[config.mk]
export PLATFORM = sky130hd
export DESIGN_NAME = rx_data_conditioner
export DESIGN_NICKNAME = d
export VERILOG_FILES = /design/src/rtl/rxc_pkg.sv /design/src/rtl/rxc_span_counter.sv /design/src/rtl/rxc_limit_cmp.sv /design/src/rtl/rxc_fsm.sv /design/src/rtl/rx_data_conditioner.sv
export SDC_FILE = /design/constraint.sdc
export NUM_CORES = 1
export LEC_CHECK = 0
export ABC_CLOCK_PERIOD_IN_PS = 3100
export BUFFER_PORTS_ARGS = -buffer_cell sky130_fd_sc_hd__buf_4
export CORE_AREA = 3 3 62 64
export CTS_CLUSTER_DIAMETER = 120
export DETAILED_ROUTE_END_ITERATION = 16
export DIE_AREA = 0 0 65 67
export GPL_ROUTABILITY_DRIVEN = 0
export HOLD_SLACK_MARGIN = 0.12
export PLACE_DENSITY = 0.79
export SKIP_CTS_REPAIR_TIMING = 1
export SLEW_MARGIN = 5
export SYNTH_ARGS = -nofsm -noshare
export SYNTH_HDL_FRONTEND = slang
export SYNTH_SLANG_ARGS = --single-unit
[constraint.sdc]
create_clock -name clk -period 3.1 [get_ports clk]
set_clock_uncertainty 0.15 [all_clocks]
set_input_delay 0.155 -clock clk [delete_from_list [all_inputs] [get_ports clk]]
set_output_delay 0.155 -clock clk [all_outputs]
set_load 0.005 [all_outputs]
[src/rtl/rxc_pkg.sv]
package rxc_pkg;

    typedef enum logic [1:0] {
        ST_OFF    = 2'd0,
        ST_FOLLOW = 2'd1,
        ST_FREEZE = 2'd2,
        ST_CAPPED = 2'd3
    } rxc_state_t;

endpackage

[src/rtl/rxc_span_counter.sv]
// Counts ticks since the most recent output edge; saturates at all ones.
module rxc_span_counter #(
    parameter int CNT_W = 16
) (
    input  logic             clk,
    input  logic             rst_n,
    input  logic             tick,
    input  logic             restart,
    output logic [CNT_W-1:0] count
);
    localparam logic [CNT_W-1:0] ONE = CNT_W'(1);
    localparam logic [CNT_W-1:0] TOP = {CNT_W{1'b1}};

    always_ff @(posedge clk) begin
        if (!rst_n) begin
            count <= '0;
        end else if (restart) begin
            count <= ONE;
        end else if (tick && (count != TOP)) begin
            count <= count + ONE;
        end
    end
endmodule

[src/rtl/rxc_limit_cmp.sv]
// Compares the span against the spacing and low-time limits.
module rxc_limit_cmp #(
    parameter int CNT_W = 16
) (
    input  logic [CNT_W-1:0] count,
    input  logic [CNT_W-1:0] min_gap,
    input  logic [CNT_W-1:0] max_low,
    output logic             gap_open,
    output logic             low_over
);
    always_comb begin
        gap_open = (count >= min_gap);
        low_over = (count >= max_low);
    end
endmodule

[src/rtl/rxc_fsm.sv]
module rxc_fsm
    import rxc_pkg::*;
(
    input  logic clk,
    input  logic rst_n,
    input  logic tick,
    input  logic rx_en,
    input  logic din,
    input  logic gap_open,
    input  logic low_over,
    output logic restart,
    output logic data_q,
    output logic flag_q
);
    rxc_state_t state, state_n;
    logic       data_n, flag_n, free;

    always_comb begin
        state_n = state;
        data_n  = data_q;
        flag_n  = flag_q;
        restart = 1'b0;
        free    = (state == ST_FOLLOW) || gap_open;
        if (!rx_en) begin
            state_n = ST_OFF;
            data_n  = 1'b1;
            flag_n  = 1'b0;
        end else if (tick) begin
            unique case (state)
                ST_OFF: begin
                    state_n = ST_FOLLOW;
                end
                ST_FOLLOW, ST_FREEZE: begin
                    if (!data_q && low_over) begin
                        data_n  = 1'b1;
                        restart = 1'b1;
                        if (din) begin
                            state_n = ST_FREEZE;
                        end else begin
                            state_n = ST_CAPPED;
                            flag_n  = 1'b1;
                        end
                    end else if (free && (din != data_q)) begin
                        data_n  = din;
                        restart = 1'b1;
                        state_n = ST_FREEZE;
                    end else if (free) begin
                        state_n = ST_FOLLOW;
                    end
                end
                ST_CAPPED: begin
                    if (din) begin
                        flag_n  = 1'b0;
                        state_n = ST_FREEZE;
                    end
                end
                default: state_n = ST_OFF;
            endcase
        end
    end

    always_ff @(posedge clk) begin
        if (!rst_n) begin
            state <= ST_OFF;
        end else begin
            state <= state_n;
        end
    end

    always_ff @(posedge clk) begin
        if (!rst_n) begin
            data_q <= 1'b1;
            flag_q <= 1'b0;
        end else begin
            data_q <= data_n;
            flag_q <= flag_n;
        end
    end
endmodule

[src/rtl/rx_data_conditioner.sv]
module rx_data_conditioner #(
    parameter int CNT_W = 16
) (
    input  logic             clk,
    input  logic             rst_n,
    input  logic             tick,
    input  logic             demod_in,
    input  logic             rx_en,
    input  logic [CNT_W-1:0] min_gap,
    input  logic [CNT_W-1:0] max_low,
    output logic             data_out,
    output logic             low_timeout
);
    logic [CNT_W-1:0] span;
    logic             restart, gap_open, low_over;

    rxc_span_counter #(.CNT_W(CNT_W)) u_span (
        .clk     (clk),
        .rst_n   (rst_n),
        .tick    (tick),
        .restart (restart),
        .count   (span)
    );

    rxc_limit_cmp #(.CNT_W(CNT_W)) u_cmp (
        .count    (span),
        .min_gap  (min_gap),
        .max_low  (max_low),
        .gap_open (gap_open),
        .low_over (low_over)
    );

    rxc_fsm u_fsm (
        .clk      (clk),
        .rst_n    (rst_n),
        .tick     (tick),
        .rx_en    (rx_en),
        .din      (demod_in),
        .gap_open (gap_open),
        .low_over (low_over),
        .restart  (restart),
        .data_q   (data_out),
        .flag_q   (low_timeout)
    );
endmodule

Yosys cells after proc, flatten, opt, wreduce, memory -nomap -nowiden
Index checks and enable logic that the tools add are counted.
Word-level totals
  bits in registers: 20
  word-level logic and storage cells: 52
  input bits: 37
  output and inout port bits: 2
Cells by class
  muxes and demuxes: 19
  $lt $le $gt $ge: 2
  reductions and logical operators: 15
  add/sub/neg operators: 1
  equality and inequality tests: 9
  bitwise operators: 1
Operator list (count)
  16-bit >= comparator: 2
  16-bit by 1-bit adder with 16-bit output, second input constant: 1
  16-bit != test, second input constant: 1
  1-bit two-way mux: 13
  2-bit two-way mux: 4
  2-bit one-hot mux with 3 select lines: 1
  3-bit AND reduction: 2
  2-bit nonzero test: 3
  5-bit AND reduction: 1
  2-bit equality test, second input constant: 2
  2-bit != test, second input constant: 2
  4-bit by 1-bit != test with 1-bit output, second input constant: 1
  2-bit OR reduction: 2
  1-bit logical AND: 3
  2-bit by 1-bit equality test with 1-bit output, second input constant: 1
  2-bit zero test: 1
  2-bit by 1-bit != test with 1-bit output, second input constant: 1
  1-bit one-hot mux with 2 select lines: 1
  2-bit AND reduction: 1
  1-bit zero test: 1
  1-bit logical OR: 1
  1-bit != test: 1
  1-bit NOT: 1

Longest topological paths before layout
Gate-level depths: netlist of the first run.
  depth in word-level cells: 9
  depth in mapped cells: 11
  depth with buffers taken out: 10

Cells and area by module
From an unflattened synthesis of the first run, not the netlist that was laid out.
Second synthesis, totals
  cells, all modules: 242
  area total of the unflattened synthesis: 1924.3 µm²
By module, submodules not included
  rxc_span_counter: cells an instance 89, times used 1, seq. area each 320.3 µm², area each 784.5 µm²
  rxc_limit_cmp: cells an instance 111, times used 1, seq. area each 0.0 µm², area each 783.3 µm²
  rxc_fsm: cells an instance 42, times used 1, seq. area each 80.1 µm², area each 356.6 µm²

Least setup slack after synthesis of the first run
No wires, ideal clock.
  path type: register to register
  from: register u_span.count[0]
  to: register u_span.count[11]
  path buffers: 1
  clock period less this slack: 2.528 ns
  cell stages (with the launch flop): 12
  library setup time: 0.064 ns
  slack: 0.572 ns
  required time: 2.886 ns
  arrival time: 2.315 ns
  cells stage by stage: dfxtp_1 -> inv_1 -> ha_1 -> nand2b_4 -> a2111oi_2 -> o31a_1 -> o21ai_2 -> a211oi_4 -> o21ai_2 -> a41o_4 -> buf_6 -> nor2_1
On the way
  word-level cells in the longest chain between the ends: 9
  elaborated cells between the ends (all ways): 14
  classes of those cells: add/sub (1); order compare (2); eq/ne (1); mux (5); reduce/logical (5)
Ends and longest elaborated chain
  start, declared: line rxc_span_counter.sv:9  | output logic [CNT_W-1:0] count
  start signal, assigned: line rxc_span_counter.sv:20  | count <= count + ONE;
  16-bit >= comparator: line rxc_limit_cmp.sv:12  | gap_open = (count >= min_gap);
  1-bit logical OR: line rxc_fsm.sv:23  | free = (state == ST_FOLLOW) || gap_open;
  1-bit logical AND: line rxc_fsm.sv:43  | end else if (free && (din != data_q)) begin
  1-bit two-way mux: line rxc_fsm.sv:43
  1-bit two-way mux: line rxc_fsm.sv:34  | if (!data_q && low_over) begin
  1-bit two-way mux: line rxc_fsm.sv:29  | unique case (state)
  1-bit two-way mux: line rxc_fsm.sv:28  | end else if (tick) begin
  1-bit two-way mux: line rxc_fsm.sv:24  | if (!rx_en) begin
  2-bit OR reduction (no line)
Parallel ways exist; a longest one is shown, timed or not.
A chain may end at the register's enable or synchronous reset.

Worst setup path after layout of the first run
  from: register u_span.count[0]
  to: register u_fsm.data_q
On the way
  word-level cells in the longest chain between the ends: 5
  elaborated cells between the ends (all ways): 8
  classes of those cells: order compare (2); mux (1); reduce/logical (5)
Ends and longest elaborated chain
  16-bit >= comparator: line rxc_limit_cmp.sv:12
  1-bit logical OR: line rxc_fsm.sv:23
  1-bit logical AND: line rxc_fsm.sv:43
  2-bit nonzero test (no line)
  3-bit AND reduction (no line)
  end signal, assigned: line rxc_fsm.sv:75  | data_q <= data_n;
  end, declared: line rxc_fsm.sv:12  | output logic data_q,
Parallel ways exist; a longest one is shown, timed or not.

==> results of run 1 <==
tightest hold or removal path, stage by stage (launching register included):
cell                      delay [ns]
sky130_fd_sc_hd__dfxtp_1        0.34
sky130_fd_sc_hd__nand4_1        0.07
sky130_fd_sc_hd__o41ai_1        0.06
final timing paths:
kind	end	startpoint
max	u_fsm.data_q	u_span.count[0]
min	u_fsm.state[1]	u_fsm.state[1]
max reg2reg	u_fsm.data_q	u_span.count[0]
min reg2reg	u_fsm.state[1]	u_fsm.state[1]
cells in the final DEF (no fill, tap or decap), types with 2 or more instances in the layout:
cell type	n
sky130_fd_sc_hd__buf_4	38
sky130_fd_sc_hd__ha_1	36
sky130_fd_sc_hd__inv_1	35
sky130_fd_sc_hd__nand2_1	21
sky130_fd_sc_hd__dfxtp_1	20
sky130_fd_sc_hd__nor2_1	19
sky130_fd_sc_hd__a21oi_1	12
sky130_fd_sc_hd__xor2_1	11
sky130_fd_sc_hd__nor3_1	7
sky130_fd_sc_hd__o21ai_0	6
sky130_fd_sc_hd__nand4_1	6
sky130_fd_sc_hd__nand3_1	6
sky130_fd_sc_hd__nor2_2	6
sky130_fd_sc_hd__xnor2_1	4
sky130_fd_sc_hd__a211oi_1	4
sky130_fd_sc_hd__dlygate4sd3_1	4
sky130_fd_sc_hd__and4_1	3
sky130_fd_sc_hd__o31a_1	3
sky130_fd_sc_hd__clkbuf_4	3
sky130_fd_sc_hd__o211ai_1	2
sky130_fd_sc_hd__o21ai_2	2
sky130_fd_sc_hd__nand2b_1	2
sky130_fd_sc_hd__and2_1	2
sky130_fd_sc_hd__and3_1	2
per-layer routing:
| metal | share of wire | vias up | track usage |
|---|---|---|---|
| li1 | - | 879 | - |
| met5 | 0 | - | 0 |
| met4 | 0.013 | 0 | 0.0580 |
| met1 | 0.45 | 752 | 0.257 |
| met2 | 0.49 | 44 | 0.331 |
| met3 | 0.048 | 6 | 0.00675 |
final cells by class:
class | count | area (sq um) | share of cell area
Clock buffer | 4 | 36.3 | 0.0162
Inverter | 35 | 131 | 0.0587
Multi-Input combinational cell | 170 | 1290 | 0.575
Sequential cell | 20 | 400 | 0.179
Tap cell | 46 | 57.6 | 0.0257
Timing Repair Buffer | 42 | 325 | 0.145
power by group:
part,internal [W],switching (W)
combinational,0.0000660,0.0000524
clock,0.0000715,0.0000777
sequential,0.000260,0.00000366
total,0.000398,0.000134
sequential cells by signal, summed over array words and instances, names as in the netlist:
name / cells
u_fsm.flag_q: 1
u_fsm.state: 2
u_fsm.data_q: 1
u_span.count: 16
stage by stage:
step,setup WS (ns),util,hold slack (ns)
2_1_floorplan,0.572,-,0.0768
5_1_grt,0.109,0.670,0.401
6_report,0.304,0.670,0.350
4_1_cts,0.270,0.658,-0.0922
3_3_place_gp,0.380,0.648,0.232
3_5_place_dp,0.292,0.648,0.231
kinds of logic after synthesis:
group                    after synthesis  share of synthesized area
AO/OA/AOI/OAI                         43                      0.179
XOR/XNOR                              15                     0.0715
adder cells (fa/ha/maj)               36                      0.245
buffers and inverters                 38                     0.0817
flip-flops                            20                      0.218
AND/OR/NAND/NOR                       76                      0.204
==> run summary, run 1 <==
Grt total ovfl -> 0
Antenna fix cells -> 0
Number of filler instances in the final layout -> 291
Worst slew slack as a fraction of its limit -> 0.684
Depth of the critical timing path with buffers and inverters included -> 10
Cells after synthesis -> 228
Netlist cell types -> 39
FF-to-FF setup slack -> 0.30 ns
Arrival time at the worst endpoint -> 2.84 ns
Cell types with the highest counts after synthesis -> sky130_fd_sc_hd__ha_1 (36), sky130_fd_sc_hd__inv_1 (35), sky130_fd_sc_hd__nand2_1 (21)
Largest net degree at the start of global routing -> 16
Global-route total usage across every layer -> 0.191
Max Fanout on Critical Path -> 3
Non-Filler Cell Area, Final -> 0.00224 sq mm
Final non-filler cell total -> 317
Fraction of final layout cells sized beyond drive strength 1 -> 0.203
Peak supply drop -> 0.127 mV
Instance count along the most critical hold path -> 2
Clock Sink Count -> 20
Total cell area at the placement stage -> 0.00216 sq mm
Fin. max-slew vios -> 0
Fin crit share -> 0.902
Total length of routed wires -> 3860 um
Share of synthesized area occupied by flip-flops and latches -> 0.218
Critical Path End Type -> flop
Register bit count reported by yosys -> 20
Core Footprint -> 0.00334 sq mm
Remaining design rule violation count -> 0
Ys flop type -> sky130_fd_sc_hd__dfxtp_1
Number of global-route vias before repair -> 1569
First-pass DRT Iterations -> 4
Upper clock frequency limit -> 358 MHz
Number of nets still failing antenna checks after routing -> 0
Mean instance size in the synthesized netlist -> 8.06 sq um
Slew of the pin with the lowest slew margin -> 0.470 ns
Global-route wire length before repair -> 6670 um
Clock tree from TritonCTS -> yes
Most frequently used cell type in the post-synthesis netlist -> sky130_fd_sc_hd__ha_1
P&R area growth vs syn -> 21.8%
Number of placement rows -> 21
Root buf cell -> sky130_fd_sc_hd__clkbuf_4
Sort of element at the start of the critical path -> flop
Chip Height -> 67 um
Number of buffers on the longest clock path -> 2
Clock-pin transition on the worst setup and hold timing paths -> 0.11 ns
Yosys top cell area share -> 0.245
Required time of the critical path -> 3.14 ns
Clock network latency to the later pin of the worst-skew pair -> 0.29 ns
Leakage power of the design -> 1.10 nW
Cell count after placement -> 309
Area contributors post-synth -> sky130_fd_sc_hd__ha_1 (25%), sky130_fd_sc_hd__dfxtp_1 (22%), sky130_fd_sc_hd__inv_1 (7.2%)
Post-synthesis cell area -> 0.00184 sq mm
Number of setup violations in the final report -> 0
Initial antenna violation count -> 0
Total power -> 0.000532 W
Library cell with the largest summed area after synthesis -> sky130_fd_sc_hd__ha_1
Number of buffers created by CTS -> 3
Minimum period implied by the final worst setup slack -> 2.80 ns
Number of synthesized flops with an enable pin -> 0
Top-level I/O count -> 39
Cell breakdown of the critical path -> inv_1 > ha_1 > nand2b_1 > a2111oi_0 > nor3_1 > o21ai_1 > a221oi_1 > or4_1 > o21ai_0 > nand3_1
Hold crit path type -> reg2reg
Start-to-end type of the worst setup path -> reg2reg
Worst reg-to-reg path cell count -> 10
Starting utilization of the core area -> 0.550
Share of synthesized flip-flops with an asynchronous set or reset -> 0
CP max stage delay -> 0.53 ns
Endpoints failing hold -> 0
Overall via count from detail_route -> 1681
Count of max-cap constraint violations -> 0
Width of the die -> 65 um
Gate family responsible for the most delay along the worst path -> compound AO/OA/AOI/OAI gates
YS warnings -> 0
Total buffers and inverters traversed by the critical path -> 1
Overall die area -> 0.00436 sq mm
Nets -> 345
Cell with the largest stage delay on the worst path -> sky130_fd_sc_hd__or4_1
RSZ-0062 raised after global routing -> false
Total negative slack for setup checks -> 0 ns
Synthesized net count -> 301
Count of buffers inserted at the top-level ports -> 38
Average wire per cell in the routed design -> 12.2 um
Outcome -> finished clean
Number of design-rule violations left by the first detailed-router iteration -> 62
Hpwl dp -> 3230 um
Average via count per standard cell -> 5.30
Power density cells -> 238 mW/mm^2
Total number of H-tree levels -> 1
Power figures use the tool's default switching activity.
==> run 2, diff against run 1 <==
ABC_CLOCK_PERIOD_IN_PS = 2500   (was 3100)
CORE_AREA = 3 3 65 67   (was 3 3 62 64)
DIE_AREA = 0 0 68 70   (was 0 0 65 67)
PLACE_DENSITY = 0.75   (was 0.79)
clock period = 2.5 ns   (was 3.1 ns; I/O delays follow)
==> run 2 against run 1 <==
  * Sequential share of layout area down 1.8 points
  * Largest cell class unchanged
  * Combinational power up 62%
  * Total power up 45%
  * Global-route usage down 1.8 points
  * The flow now finishes with violations (setup timing)
  * Count of clock-buffer cells in the layout unchanged
  * First-iteration DRC count up 31%
  * Largest power group unchanged
  * Highest routed layer unchanged
  * Critical path type unchanged
  * Sequential power up 23%
==> run summary, run 2 (synthesis results as in run 1) <==
Antenna fix cells -> 0 (unchanged)
Total length of routed wires -> 4680 um (+21%)
Total number of H-tree levels -> 1 (unchanged)
Initial antenna violation count -> 0 (unchanged)
Sort of element at the start of the critical path -> flop
Commonest cells after routing, fill and taps aside -> sky130_fd_sc_hd__buf_4 (53), sky130_fd_sc_hd__inv_1 (34), sky130_fd_sc_hd__ha_1 (33)
Arrival time at the worst endpoint -> 2.50 ns (-0.34 ns)
Endpoints failing hold -> 0 (unchanged)
Total cell area at the placement stage -> 0.00227 sq mm (+5.0%)
Clock tree from TritonCTS -> yes
Slew of the pin with the lowest slew margin -> 0.409 ns (-0.0612 ns)
Number of filler instances in the final layout -> 330 (+13%)
Fin. max-slew vios -> 0 (unchanged)
Largest register by flop count -> u_span.count
Width of the die -> 68 um (+4.6%)
Fin Hold WS -> 0.119 ns (-0.231 ns)
Clock Sink Count -> 20 (unchanged)
Number of setup violations in the final report -> 1 (+1)
Chip Height -> 70 um (+4.5%)
Global-route wire length before repair -> 6600 um (-1.0%)
Fraction of final layout cells sized beyond drive strength 1 -> 0.336 (+0.133)
Worst Setup Slack, final -> -0.00209 ns (-0.306 ns)
Start-to-end type of the worst setup path -> reg2reg
Overall die area -> 0.00476 sq mm (+9.3%)
Most common library cell in the layout ignoring fill and taps -> sky130_fd_sc_hd__buf_4
Met3 Resource Use GR -> 0.0145 (+0.00772)
Busiest metal layer after global routing -> met2
Critical Path End Type -> flop
Max Fanout on Critical Path -> 3 (unchanged)
Clock network latency to the later pin of the worst-skew pair -> 0.26 ns (-0.03 ns)
Number of design-rule violations left by the first detailed-router iteration -> 81 (+31%)
Reg-to-Reg Start -> u_span.count[0]
Remaining design rule violation count -> 0 (unchanged)
Leakage power of the design -> 1.21 nW (+9.7%)
Max reg flops -> 16 (unchanged)
FF-to-FF End -> u_fsm.state[1]
P&R area growth vs syn -> 38.3%
Clock-pin transition on the worst setup and hold timing paths -> 0.08 ns (-0.03 ns)
Count of buffers inserted at the top-level ports -> 38 (unchanged)
Number of nets still failing antenna checks after routing -> 0 (unchanged)
Setup slack at placement -> -0.111 ns (-0.403 ns)
Fin crit share -> 1.00 (+0.0988)
Worst setup path endpoint -> u_fsm.state[1]
Global routing usage on met1 -> 0.235 (-0.0215)
Cell count after placement -> 325 (+5.2%)
Number of placement rows -> 22 (+4.8%)
Peak supply drop -> 0.199 mV (+58%)
Overall via count from detail_route -> 1842 (+9.6%)
Nets -> 363 (+5.2%)
Count of max-cap constraint violations -> 0 (unchanged)
Largest net degree at the start of global routing -> 16 (unchanged)
Total negative slack for setup checks -> -0.00209 ns (-0.00209 ns)
Average via count per standard cell -> 5.47 (+3.1%)
Hold crit path type -> in2reg
Power density cells -> 304 mW/mm^2 (+28%)
Met2 Track Usage GR -> 0.281 (-0.0503)
Core Footprint -> 0.00369 sq mm (+11%)
First element of the critical path -> u_span.count[0]
Number of global-route vias before repair -> 1559 (-0.64%)
First-pass DRT Iterations -> 4 (unchanged)
Number of buffers created by CTS -> 3 (unchanged)
FF-to-FF setup slack -> -0.002 ns (-0.31 ns)
Global-route total usage across every layer -> 0.173 (-0.0179)
Required time of the critical path -> 2.50 ns (-0.64 ns)
Starting utilization of the core area -> 0.498 (-0.0525)
Upper clock frequency limit -> 400 MHz (+12%)
RSZ-0062 raised after global routing -> true
Top-level I/O count -> 39 (unchanged)
Worst reg-to-reg path cell count -> 11 (+1)
Final non-filler cell total -> 337 (+6.3%)
Outcome -> complete, but fails checks
Number of buffers on the longest clock path -> 2 (unchanged)
Average wire per cell in the routed design -> 13.9 um (+14%)
Root buf cell -> sky130_fd_sc_hd__clkbuf_8
Largest registers -> u_span.count (16), u_fsm.state (2)
Non-Filler Cell Area, Final -> 0.00254 sq mm (+14%)
Minimum period implied by the final worst setup slack -> 2.50 ns (-0.294 ns)
Hpwl dp -> 3330 um (+3.2%)
Violated checks -> setup timing
Grt total ovfl -> 0 (unchanged)
Worst slew slack as a fraction of its limit -> 0.725 (+0.0404)
run 2: cell types whose count changed in the layout (fill, tap and decap cells not counted), moves of 3 or more:
cell                       previous run  this run
sky130_fd_sc_hd__buf_4               38        53
sky130_fd_sc_hd__nor2_2               6         9
sky130_fd_sc_hd__clkbuf_8             1         4
sky130_fd_sc_hd__ha_1                36        33
sky130_fd_sc_hd__nor2_1              19        14
sky130_fd_sc_hd__clkbuf_4             3         0
sky130_fd_sc_hd__dfxtp_2              0         4
sky130_fd_sc_hd__dfxtp_1             20        15
run 2: worst max-delay path: stages (launching register included):
cell                        delay (ns)
sky130_fd_sc_hd__dfxtp_2          0.33
sky130_fd_sc_hd__inv_2            0.08
sky130_fd_sc_hd__ha_4             0.19
sky130_fd_sc_hd__nand2b_4         0.14
sky130_fd_sc_hd__a2111oi_4        0.31
sky130_fd_sc_hd__o31a_1           0.21
sky130_fd_sc_hd__o21ai_2          0.08
sky130_fd_sc_hd__a211oi_4         0.31
sky130_fd_sc_hd__o21ai_2          0.14
sky130_fd_sc_hd__buf_4            0.16
sky130_fd_sc_hd__a21oi_1          0.16
sky130_fd_sc_hd__o41ai_1          0.11
run 2: worst min-delay path by stage:
stage,slack (ns),to,cells past startpoint,startpoint
final,0.12,u_span.count[0],3,tick
after global routing,0.14,u_span.count[0],3,tick
after CTS,-0.05,u_fsm.data_q,2,rx_en
after detailed placement,0.21,u_fsm.data_q,2,rx_en
after global placement,0.20,u_fsm.data_q,2,rx_en
after floorplan,0.05,u_fsm.data_q,1,rx_en
run 2: metal layers:
| metal | vias up | wire [um] |
|---|---|---|
| met3 | 7 | 211 |
| met4 | 0 | 59 |
| met5 | - | 0 |
| li1 | 928 | - |
| met2 | 52 | 2400 |
| met1 | 855 | 2010 |
run 2: where the power goes:
group / switching (W) / leakage [nW] / internal (W)
clock: 0.000114 / 0.0288 / 0.000140
combinational: 0.0000835 / 1.02 / 0.000108
sequential: 0.00000356 / 0.164 / 0.000322
run 2: final cells by class:
class | instances | area (sq um) | area share
Inverter | 35 | 131 | 0.0517
Sequential cell | 20 | 409 | 0.161
Tap cell | 48 | 60.1 | 0.0236
Timing Repair Buffer | 59 | 459 | 0.181
Multi-Input combinational cell | 171 | 1430 | 0.561
Clock buffer | 4 | 55.1 | 0.0217
run 2: per-stage QoR:
step | utilization | total power, W
after detailed placement | 0.615 | 0.000484
final | 0.689 | 0.000771
after global placement | 0.615 | 0.000481
after CTS | 0.630 | 0.000728
after global routing | 0.689 | 0.000809
after floorplan | - | 0.000415
